**src/rtl/tmr16_pkg.sv**
```systemverilog
package tmr16_pkg;

   localparam int ADDR_W = 3;

   typedef enum logic [ADDR_W-1:0] {
      A_CTRL = 3'd0,
      A_CLO  = 3'd1,
      A_CHI  = 3'd2,
      A_FLG  = 3'd3,
      A_IEN  = 3'd4,
      A_GSEL = 3'd5
   } reg_addr_e;

   // control register layout, bit 7 first
   typedef struct packed {
      logic       g_inv;
      logic       g_en;
      logic [1:0] psel;
      logic       spare;
      logic       nosync;
      logic       ext_sel;
      logic       run;
   } ctrl_t;

endpackage

```
**src/rtl/tmr16_edge.sv**
```systemverilog
module tmr16_edge #(
   parameter int SYNC_STAGES = 2
) (
   input  logic clk,
   input  logic rst_n,
   input  logic ext_in,
   input  logic nosync,
   input  logic arm_en,
   output logic rise_o
);

   logic [SYNC_STAGES-1:0] stage_q;
   logic                   cur;
   logic                   prev_q;
   logic                   armed_q;

   generate
      for (genvar i = 0; i < SYNC_STAGES; i++) begin : g_stage
         if (i == 0) begin : g_first
            always_ff @(posedge clk or negedge rst_n) begin
               if (!rst_n) stage_q[0] <= 1'b0;
               else        stage_q[0] <= ext_in;
            end
         end else begin : g_next
            always_ff @(posedge clk or negedge rst_n) begin
               if (!rst_n) stage_q[i] <= 1'b0;
               else        stage_q[i] <= stage_q[i-1];
            end
         end
      end
   endgenerate

   assign cur = nosync ? stage_q[0] : stage_q[SYNC_STAGES-1];

   always_ff @(posedge clk or negedge rst_n) begin
      if (!rst_n) begin
         prev_q  <= 1'b0;
         armed_q <= 1'b0;
      end else begin
         prev_q <= cur;
         if (!arm_en)
            armed_q <= 1'b0;
         else if (prev_q && !cur)
            armed_q <= 1'b1;
      end
   end

   assign rise_o = arm_en & armed_q & cur & ~prev_q;

endmodule

```
**src/rtl/tmr16_presc.sv**
```systemverilog
module tmr16_presc #(
   parameter int PRE_W = 3,
   localparam int SEL_W = $clog2(PRE_W + 1)
) (
   input  logic             clk,
   input  logic             rst_n,
   input  logic             clr,
   input  logic             step,
   input  logic [SEL_W-1:0] psel,
   output logic             fire
);

   logic [PRE_W-1:0] pre_q;
   logic [PRE_W-1:0] mask;

   assign mask = PRE_W'((1 << psel) - 1);
   assign fire = step & ((pre_q & mask) == mask);

   always_ff @(posedge clk or negedge rst_n) begin
      if (!rst_n)
         pre_q <= '0;
      else if (clr)
         pre_q <= '0;
      else if (step)
         pre_q <= fire ? '0 : pre_q + 1'b1;
   end

endmodule

```
**src/rtl/tmr16_gate.sv**
```systemverilog
module tmr16_gate (
   input  logic gate_pin,
   input  logic cmp_out,
   input  logic src_cmp,
   input  logic inv,
   input  logic en,
   output logic open_o
);

   logic level;

   assign level  = src_cmp ? cmp_out : gate_pin;
   // polarity clear: count while the source is low
   assign open_o = ~en | (level == inv);

endmodule

```
**src/rtl/gated_tmr16.sv**
```systemverilog
module gated_tmr16
   import tmr16_pkg::*;
#(
   parameter int DATA_W      = 8,
   parameter int CNT_W       = 16,
   parameter int PRE_W       = 3,
   parameter int SYNC_STAGES = 2
) (
   input  logic              clk,
   input  logic              rst_n,
   input  logic              tick,
   input  logic              ext_clk,
   input  logic              gate_pin,
   input  logic              cmp_out,
   input  logic              bus_wr,
   input  logic [ADDR_W-1:0] bus_addr,
   input  logic [DATA_W-1:0] bus_wdata,
   output logic [DATA_W-1:0] bus_rdata,
   output logic              irq
);

   localparam int SEL_W = $clog2(PRE_W + 1);
   localparam int IEN_W = 3;

   generate
      if (DATA_W != $bits(ctrl_t)) begin : g_bad_data
         $error("DATA_W must match the control register width");
      end
      if (CNT_W != 2 * DATA_W) begin : g_bad_cnt
         $error("CNT_W must be two bus bytes");
      end
      if (SEL_W != 2) begin : g_bad_pre
         $error("PRE_W must give a two-bit prescale select");
      end
      if (SYNC_STAGES < 2) begin : g_bad_sync
         $error("SYNC_STAGES must be at least 2");
      end
   endgenerate

   ctrl_t            ctrl_q;
   logic [CNT_W-1:0] cnt_q;
   logic             flag_q;
   logic [IEN_W-1:0] ien_q;
   logic             gsel_q;

   logic wr_ctrl, wr_lo, wr_hi, wr_flg, wr_ien, wr_gsel, cnt_wr;
   logic ext_rise, gate_open, step, fire, inc, wrap;

   assign wr_ctrl = bus_wr && (bus_addr == A_CTRL);
   assign wr_lo   = bus_wr && (bus_addr == A_CLO);
   assign wr_hi   = bus_wr && (bus_addr == A_CHI);
   assign wr_flg  = bus_wr && (bus_addr == A_FLG);
   assign wr_ien  = bus_wr && (bus_addr == A_IEN);
   assign wr_gsel = bus_wr && (bus_addr == A_GSEL);
   assign cnt_wr  = wr_lo | wr_hi;

   tmr16_edge #(.SYNC_STAGES(SYNC_STAGES)) u_edge (
      .clk    (clk),
      .rst_n  (rst_n),
      .ext_in (ext_clk),
      .nosync (ctrl_q.nosync),
      .arm_en (ctrl_q.run & ctrl_q.ext_sel),
      .rise_o (ext_rise)
   );

   tmr16_gate u_gate (
      .gate_pin (gate_pin),
      .cmp_out  (cmp_out),
      .src_cmp  (gsel_q),
      .inv      (ctrl_q.g_inv),
      .en       (ctrl_q.g_en),
      .open_o   (gate_open)
   );

   assign step = ctrl_q.run & gate_open & (ctrl_q.ext_sel ? ext_rise : tick);

   tmr16_presc #(.PRE_W(PRE_W)) u_presc (
      .clk   (clk),
      .rst_n (rst_n),
      .clr   (cnt_wr),
      .step  (step),
      .psel  (ctrl_q.psel),
      .fire  (fire)
   );

   assign inc  = fire & ~cnt_wr;
   assign wrap = inc & (cnt_q == {CNT_W{1'b1}});

   always_ff @(posedge clk or negedge rst_n) begin
      if (!rst_n) begin
         ctrl_q <= '0;
         cnt_q  <= '0;
         flag_q <= 1'b0;
         ien_q  <= '0;
         gsel_q <= 1'b0;
      end else begin
         if (wr_ctrl) ctrl_q <= ctrl_t'(bus_wdata);
         if (wr_ien)  ien_q  <= bus_wdata[IEN_W-1:0];
         if (wr_gsel) gsel_q <= bus_wdata[0];
         if (cnt_wr) begin
            if (wr_lo) cnt_q[DATA_W-1:0]     <= bus_wdata;
            if (wr_hi) cnt_q[CNT_W-1:DATA_W] <= bus_wdata;
         end else if (inc) begin
            cnt_q <= cnt_q + 1'b1;
         end
         if (wrap)
            flag_q <= 1'b1;
         else if (wr_flg)
            flag_q <= bus_wdata[0];
      end
   end

   always_comb begin
      bus_rdata = '0;
      case (bus_addr)
         A_CTRL: bus_rdata = ctrl_q;
         A_CLO:  bus_rdata = cnt_q[DATA_W-1:0];
         A_CHI:  bus_rdata = cnt_q[CNT_W-1:DATA_W];
         A_FLG:  bus_rdata = DATA_W'(flag_q);
         A_IEN:  bus_rdata = DATA_W'(ien_q);
         A_GSEL: bus_rdata = DATA_W'(gsel_q);
         default: bus_rdata = '0;
      endcase
   end

   assign irq = flag_q & (&ien_q);

endmodule

```
**config.mk**
```make
export PLATFORM = sky130hd
export DESIGN_NAME = gated_tmr16
export DESIGN_NICKNAME = d
export VERILOG_FILES = /design/src/rtl/tmr16_pkg.sv /design/src/rtl/tmr16_edge.sv /design/src/rtl/tmr16_presc.sv /design/src/rtl/tmr16_gate.sv /design/src/rtl/gated_tmr16.sv
export SDC_FILE = /design/constraint.sdc
export NUM_CORES = 1
export LEC_CHECK = 0
export BUFFER_PORTS_ARGS = -buffer_cell sky130_fd_sc_hd__buf_4
export CORE_UTILIZATION = 25
export DETAILED_ROUTE_END_ITERATION = 8
export PLACE_DENSITY_LB_ADDON = 0.1
export SYNTH_ARGS = -nofsm -noshare
export SYNTH_HDL_FRONTEND = slang
export SYNTH_SLANG_ARGS = --single-unit
export TNS_END_PERCENT = 50
```
**constraint.sdc**
```tcl
create_clock -name clk -period 1.96 [get_ports clk]
set_input_delay 0.392 -clock clk [delete_from_list [all_inputs] [get_ports clk]]
set_output_delay 0.392 -clock clk [all_outputs]
set_load 0.02 [all_outputs]
```
==> results of run 1 <==
[area by class of cell]
| type | count | area, um2 | share of cell area [%] |
|---|---|---|---|
| multi-input cells | 195 | 1360 | 44.6 |
| clock inverters | 3 | 90.1 | 2.97 |
| well taps | 108 | 135 | 4.45 |
| repair buffers | 59 | 463 | 15.2 |
| flip-flops and latches | 36 | 902 | 29.7 |
| inverters | 6 | 22.5 | 0.741 |
| clock buffers | 5 | 68.8 | 2.27 |
[what timing repair did]
item | CTS | global route
pin swaps | 0 | 2
setup endpoints to repair | 1 | 9
hold buffers | 0 | 0
buffers inserted | 3 | 0
resized for setup | 3 | 9
[worst register-to-register path: stages, from the launching register on]
cell and delay (ns):
sky130_fd_sc_hd__dfrtp_1 0.38, sky130_fd_sc_hd__mux2i_1 0.26, sky130_fd_sc_hd__mux2_4 0.33, sky130_fd_sc_hd__and3_4 0.22
sky130_fd_sc_hd__a21boi_4 0.26, sky130_fd_sc_hd__nor2_4 0.11, sky130_fd_sc_hd__a32o_1 0.23
[where the power goes]
part           switching (uW)  internal [uW]
Combinational             552            555
Clock                     299            637
Sequential                182            937
[logic make-up (layout without fill, tap and decap cells)]
| family | after synthesis | in the layout | synth area share [%] |
|---|---|---|---|
| compound gates | 68 | 68 | 21.8 |
| fa+ha+maj | 2 | 2 | 1.09 |
| buf+inv | 18 | 73 | 3.49 |
| flops | 36 | 36 | 39.3 |
| mux | 27 | 27 | 13.3 |
| simple gates | 98 | 98 | 21.1 |
[cells in the final DEF, fill, tap and decap left out, types with 4 or more instances in the layout]
master / instances
sky130_fd_sc_hd__o22ai_1: 6
sky130_fd_sc_hd__clkbuf_8: 5
sky130_fd_sc_hd__o21ai_0: 11
sky130_fd_sc_hd__nand2_1: 23
sky130_fd_sc_hd__mux2i_1: 10
sky130_fd_sc_hd__a2bb2oi_1: 9
sky130_fd_sc_hd__nor2_1: 28
sky130_fd_sc_hd__nand3_1: 19
sky130_fd_sc_hd__buf_4: 56
sky130_fd_sc_hd__dfrtp_1: 35
sky130_fd_sc_hd__mux2_2: 9
sky130_fd_sc_hd__nor2b_1: 6
sky130_fd_sc_hd__inv_1: 6
sky130_fd_sc_hd__a21oi_1: 14
sky130_fd_sc_hd__and3_1: 4
sky130_fd_sc_hd__a32o_1: 4
[state kept, by name, indices dropped and copies added, names as in the netlist]
register        cells
ctrl_q              8
u_edge.prev_q       1
flag_q              1
u_presc.pre_q       3
u_edge.stage_q      2
gsel_q              1
ien_q               3
cnt_q              16
u_edge.armed_q      1
[metrics by stage]
| step | util (%) | hold slack, ns | worst slack [ns] | TNS, ns |
|---|---|---|---|---|
| floorplan | - | 0.0964 | 0.0894 | 0 |
| global placement | 32.0 | 0.367 | 0.0511 | 0 |
| detailed placement | 32.0 | 0.367 | 0.0288 | 0 |
| CTS | 34.0 | 0.0776 | -0.0261 | -0.0261 |
| global route | 34.5 | 0.0900 | -0.0575 | -0.155 |
| finish | 34.5 | 0.0598 | -0.0102 | -0.0102 |
[routing by layer]
metal | global-route usage, % | up-vias | part of all wire (%)
li1 | - | 1026 | -
met1 | 23.5 | 1034 | 51
met2 | 24.6 | 53 | 45
met3 | 2.43 | 7 | 3.5
met4 | 4.55 | 0 | 1.1
met5 | 0 | - | 0
[worst max-delay path by stage]
stage | end | slack [ns] | cells after the start
after floorplan | bus_rdata[2] | 0.09 | 6
after detailed placement | cnt_q[11] | 0.03 | 7
after CTS | bus_rdata[0] | -0.03 | 3
after global routing | bus_rdata[0] | -0.06 | 3
final | bus_rdata[0] | -0.01 | 3
after global placement | cnt_q[11] | 0.05 | 7
==> results.txt, run 1 <==
The clock-pin transition on the worst setup and hold timing paths is 0.08 ns. The share of cells above drive strength 1 came out at 30.6%. The worst-case clock skew is around 0.0029 ns.

The all-layer global routing usage is about 16%. The number of filler instances in the final layout came out at between 900 and 1000. After the last flow step, the layout net total stands at about 320.

The cell count after synthesis came out at around 250. The area inside the core boundary is between 8000 and 9000 um2. The measured slew at the worst slew-check pin is ~0.50 ns. The endpoint identified for the worst register-to-register timing path is cnt_q[11].

The kind of critical path is reg2out. The least setup slack across all paths after layout came out at -0.0102 ns. The sink count of the clock tree is 36. The delay contributed by the slowest stage of the critical path is about 0.46 ns. The vias per cell came out at slightly above 5. The floorplan die width came out at roughly 98 um. The wire length of the first global-routing pass is 11600 um. The number of placed cells counting well taps is between 400 and 500.

The maximum fanout along the worst path came out at 3. The starting utilization of the core area came out at 26.0%. The hold violation total from the final report is 0. Walking the worst path, the cells encountered are mux4_2 -> mux2_4 -> buf_6.

Setup repair after global routing could not meet its margin everywhere. The final period utilization is 101%. The synthesized area per cell is 9.21 um2. The DRC violations left came out at 4. The number of detailed-route iterations in the first pass came out at 6. The die area came out at about 9600 um2. The share of the synthesized area in the top cell type came out at slightly below 40%.

Among all flip-flop cells after synthesis, the most frequent one is sky130_fd_sc_hd__dfrtp_1. The initialized floorplan defines 34 standard-cell rows. The launching element of the worst setup path is gsel_q.

The average routed wire per standard cell came out at 17.9 um. The origin of the critical flop-to-flop path is gsel_q. The depth of the worst register-to-register path is 6.

The mapped cell area came out at between 2000 and 2500 um2. The worst setup path is launched from a flip-flop. The via count is 2120. The remaining antenna violation count came out at 0. sky130_fd_sc_hd__dfrtp_1 is the most common cell in the netlist. The initial detailed-routing violation count came out at 94. The count of endpoints failing setup in the final report came out at 1.

The largest net degree at the start of global routing came out at 37. The arrival time at the worst endpoint is 1.58 ns. The number of input and output port buffers inserted came out at 26. The overall power consumption came out at between 3000 and 4000 uW. The final reports fail on DRC, setup timing. The total of flip-flops plus latches after synthesis came out at 36. The number of synthesized flops with an enable pin is 0. The proportion of register bits with asynchronous set or reset after synthesis came out at 100%. The HPWL after detailed placement came out at 5580 um.

The count of warnings emitted by yosys came out at 0. In this run the count of I/O pins placed on the die edge is 27. The worst max-slew margin expressed relative to the limit is 67.0%. The power density over the cells came out at 1040 nW/um2.

sky130_fd_sc_hd__dfrtp_1 takes more of the synthesized area than any other cell. The synthesis-to-finish area growth came out at 32.5%. The CTS tree is done. The number of max-slew violations in the final report is 0.

The filler-free cell count of the finished design came out at roughly 400. The number of antenna diodes in the final layout is 0. The number of clock buffers inserted by TritonCTS is 5. The total global routing overflow is 0. The buffer depth of the longest clock path came out at 2. In this run the worst hold path is classified as in2async. The routed design could run at a clock period as short as roughly 2 ns.

In the post-synthesis netlist, the biggest area contributors are sky130_fd_sc_hd__dfrtp_1 (39%), sky130_fd_sc_hd__mux2i_1 (5.2%), sky130_fd_sc_hd__mux2_2 (4.9%). The number of antenna violations at the first check in global routing was 0. The fmax came out at 508 MHz. Clock latency on the worst-skew pair, taken at its later pin, is about 0.29 ns. The kind of cell with the highest combined delay along the critical path is multiplexers. The setup slack of the worst register-to-register path came out at about 0.060 ns. Together, buffers and inverters on the worst path number 1. The required time at the endpoint of the critical path came out at between 1.5 and 2 ns. The total non-filler cell area in the finished layout is 3040 um2. The flow ran to the end, but the final reports show violations. The synthesized netlist contains 47 unique library cells. The final weighted congestion in routability-driven placement is about 0.89.

The library cell used as clock root buffer is sky130_fd_sc_hd__clkbuf_8. The maximum vdd drop is around 340 uV. The H-tree depth came out at 2.

The total leakage power came out at 0.00130 uW. For this design, the slowest cell found on the critical path is sky130_fd_sc_hd__mux4_2. The capturing element type of the critical path is an output port.

The placed instances occupy a cell area of roughly 2800 um2. The commonest cells after synthesis are sky130_fd_sc_hd__dfrtp_1 (36), sky130_fd_sc_hd__nor2_1 (28), sky130_fd_sc_hd__nand2_1 (24). For this run, the register share of the synthesized area comes to ~39%.

The total routed wirelength is between 7000 and 8000 um. The post-synth net total came out at ~270. The tool flagged a number of max-cap violations equal to 0.

From bottom edge to top edge, the die measures a little under 100 um. The via count of the first global-routing pass came out at 2071.
No activity file was read; power rests on OpenSTA's default activity.
==> run 2, diff against run 1 <==
Settings changed: CORE_UTILIZATION 25 to 52.
==> results.txt, run 2 (synthesis gave the netlist of run 1 again) <==
The required time at the endpoint of the critical path is 1.57 ns (about the same). The initial detailed-routing violation count is 186 (+98%). The run finished, with violations left. The met3 capacity usage during global routing is 5.17% (+2.7 points).

The number of detailed-route iterations in the first pass came to 4 (-2). The number of input and output port buffers inserted was 26 (unchanged). The H-tree depth is 2 (unchanged). The total routed wirelength came out at 6140 um (-17%).

The maximum fanout along the worst path was 3 (unchanged). The HPWL after detailed placement was 4550 um (-19%). The wire length of the first global-routing pass is 9920 um (-15%). The routing usage on met2 is 48.8% (+24 points). The number of diodes came out at 0 (unchanged).

The area taken by multi-input logic gates is 1330 um2 (-2.3%). The fraction of met1 tracks used by global routing came out at 40.0% (+16 points). The count of maximum capacitance violations came to 0 (unchanged). The worst hold path belongs to the class in2async. The total leakage power came out at 0.00123 uW (-5.4%). The remaining antenna violation count is 0 (unchanged).

The total global routing overflow came out at 0 (unchanged). The checks that failed: setup timing. The synthesis-to-finish area growth is 22.3%. For this design, the slowest cell found on the critical path is sky130_fd_sc_hd__mux4_2. The arrival time at the worst endpoint is 1.60 ns (+0.02 ns). The clock-pin transition on the worst setup and hold timing paths is 0.08 ns (about the same). The power density over the cells came out at 982 nW/um2 (-5.6%). Setup repair after global routing could not meet its margin everywhere. The share of cells above drive strength 1 came to 26.2% (-4.4 points). The buffer depth of the longest clock path is 2 (unchanged). Leaving out fill and tap cells, the most frequent cell in the layout is sky130_fd_sc_hd__buf_4. The footprint of the flip-flops and latches is 902 um2 (unchanged). The via count was 2153 (+1.6%).

The floorplan die width came to 68.4 um (-30%). The post-placement cell area is 2660 um2 (-5.5%). The flip-flop count of the largest register, all copies and words added was 16 (unchanged). The height of the die came to 68.4 um (-30%).

In this run the most used layer during global routing was met2. The total non-filler cell area in the finished layout is 2800 um2 (-7.7%). The maximum vdd drop came out at 533 uV (+58%). The number of top-level pins came out at 27 (unchanged). The hold violation total from the final report is 0 (unchanged). The signal on the critical path passes through mux4_2 -> mux2_4 -> buf_6. The final period demand of the worst path came out at 1.99 ns (+0.0171 ns).

The overall power consumption came out at 2750 uW (-13%). The worst max-slew margin expressed relative to the limit is 68.6% (+1.7 points). The count of endpoints failing setup in the final report came out at 1 (unchanged). The worst setup path is launched from a flip-flop.

The vias per cell came out at 6.26 (+22%). The fmax came to 503 MHz (-0.86%). The number of max-slew violations in the final report is 0 (unchanged). Grouping stages by cell kind, the critical path spends the most delay in multiplexers. Clock tree synthesis selected as its root buffer the cell sky130_fd_sc_hd__clkbuf_8. TritonCTS built the clock tree.

The final total negative setup slack came to -0.0273 ns (-0.0171 ns). The worst-case clock skew is 0.00913 ns (+0.00620 ns). The worst slack at placement came to -0.0299 ns (-0.0587 ns). The largest registers in the layout are cnt_q (16), ctrl_q (8). The worst setup path is captured at an output port. The number of antenna violations at the first check in global routing was 0 (unchanged). The sink count of the clock tree came out at 36 (unchanged). The die area is 4680 um2 (-51%). The number of rows in the core area came to 23 (-32%).

The number of filler instances in the final layout is 370 (-59%). The area inside the core boundary is 4120 um2 (-53%). The clock latency at the later pin of the worst-skew pair is 0.29 ns (about the same). The critical path is of the reg2out type. The largest net degree at the start of global routing came out at 37 (unchanged). The number of clock buffers inserted by TritonCTS came to 5 (unchanged). The register with the most flip-flops in the final layout is cnt_q. The final weighted congestion in routability-driven placement is 0.929 (+4.0%).

The starting utilization of the core area is 55.7% (+30 points). The average routed wire per standard cell came out at 17.9 um (about the same). The final period utilization is 101% (+0.87 points). The utilization after layout came out at 68.1% (+34 points). The setup slack of the worst register-to-register path came out at 0.01 ns (-0.05 ns).

The DRC violations left came out at 0 (-4). The quantity of hold-fixing buffers added after cts came out at 0 (unchanged). The all-layer global routing usage came to 29.8% (+14 points).

The library cells used most frequently in the layout, excluding fill and tap cells, are sky130_fd_sc_hd__buf_4 (47), sky130_fd_sc_hd__dfrtp_1 (35), sky130_fd_sc_hd__nor2_1 (28). The delay contributed by the slowest stage of the critical path came out at 0.48 ns (+0.02 ns). The number of buffer and inverter instances along the worst setup path came out at 1 (unchanged).

The measured slew at the worst slew-check pin came out at 0.470 ns (-0.0249 ns). The post-layout net count is 313 (-3.1%). The via count of the first global-routing pass was 2024 (-2.3%). The least setup slack across all paths after layout is -0.0273 ns (-0.0171 ns).
==> run 2: routing by layer <==
| layer | vias to the layer above | wire length, um | share of wire (%) |
|---|---|---|---|
| met1 | 1055 | 2690 | 44 |
| li1 | 1004 | - | - |
| met3 | 14 | 373 | 6.1 |
| met4 | 0 | 151 | 2.5 |
| met5 | - | 0 | 0 |
| met2 | 80 | 2930 | 48 |
==> run 2: repair_timing <==
item / in CTS / in global routing
setup buffers: 2 / 0
resized for setup: 3 / 2
endpoints found under the setup margin: 1 / 10
==> run 2: area by class of cell <==
| type | instances | area share [%] |
|---|---|---|
| multi-input cells | 195 | 47.3 |
| flip-flops and latches | 36 | 32.2 |
| repair buffers | 49 | 13.7 |
| clock inverters | 2 | 1.25 |
| well taps | 50 | 2.23 |
| clock buffers | 6 | 2.59 |
| inverters | 6 | 0.803 |
==> run 2: worst paths after layout <==
check	startpoint	to	depth (start not counted)
worst max-delay path	gsel_q	bus_rdata[0]	3
worst min-delay path	rst_n	cnt_q[5]	1
worst max register to register	gsel_q	cnt_q[13]	6
worst min register to register	u_edge.stage_q[0]	u_edge.stage_q[1]	0
max in group asynchronous	rst_n	ctrl_q[0]	1
min in group clk	ext_clk	u_edge.stage_q[0]	1
==> run 2: per-stage QoR <==
stage / cells / hold slack (ns)
6_report: 344 / 0.0521
5_1_grt: 344 / 0.0953
4_1_cts: 344 / 0.0662
3_5_place_dp: 334 / 0.373
3_3_place_gp: 334 / 0.364
2_1_floorplan: 249 / 0.0964
==> run 2: power by group <==
group / internal [uW] / switching (uW)
Sequential: 938 / 210
Combinational: 476 / 479
Clock: 378 / 274
Total: 1790 / 963
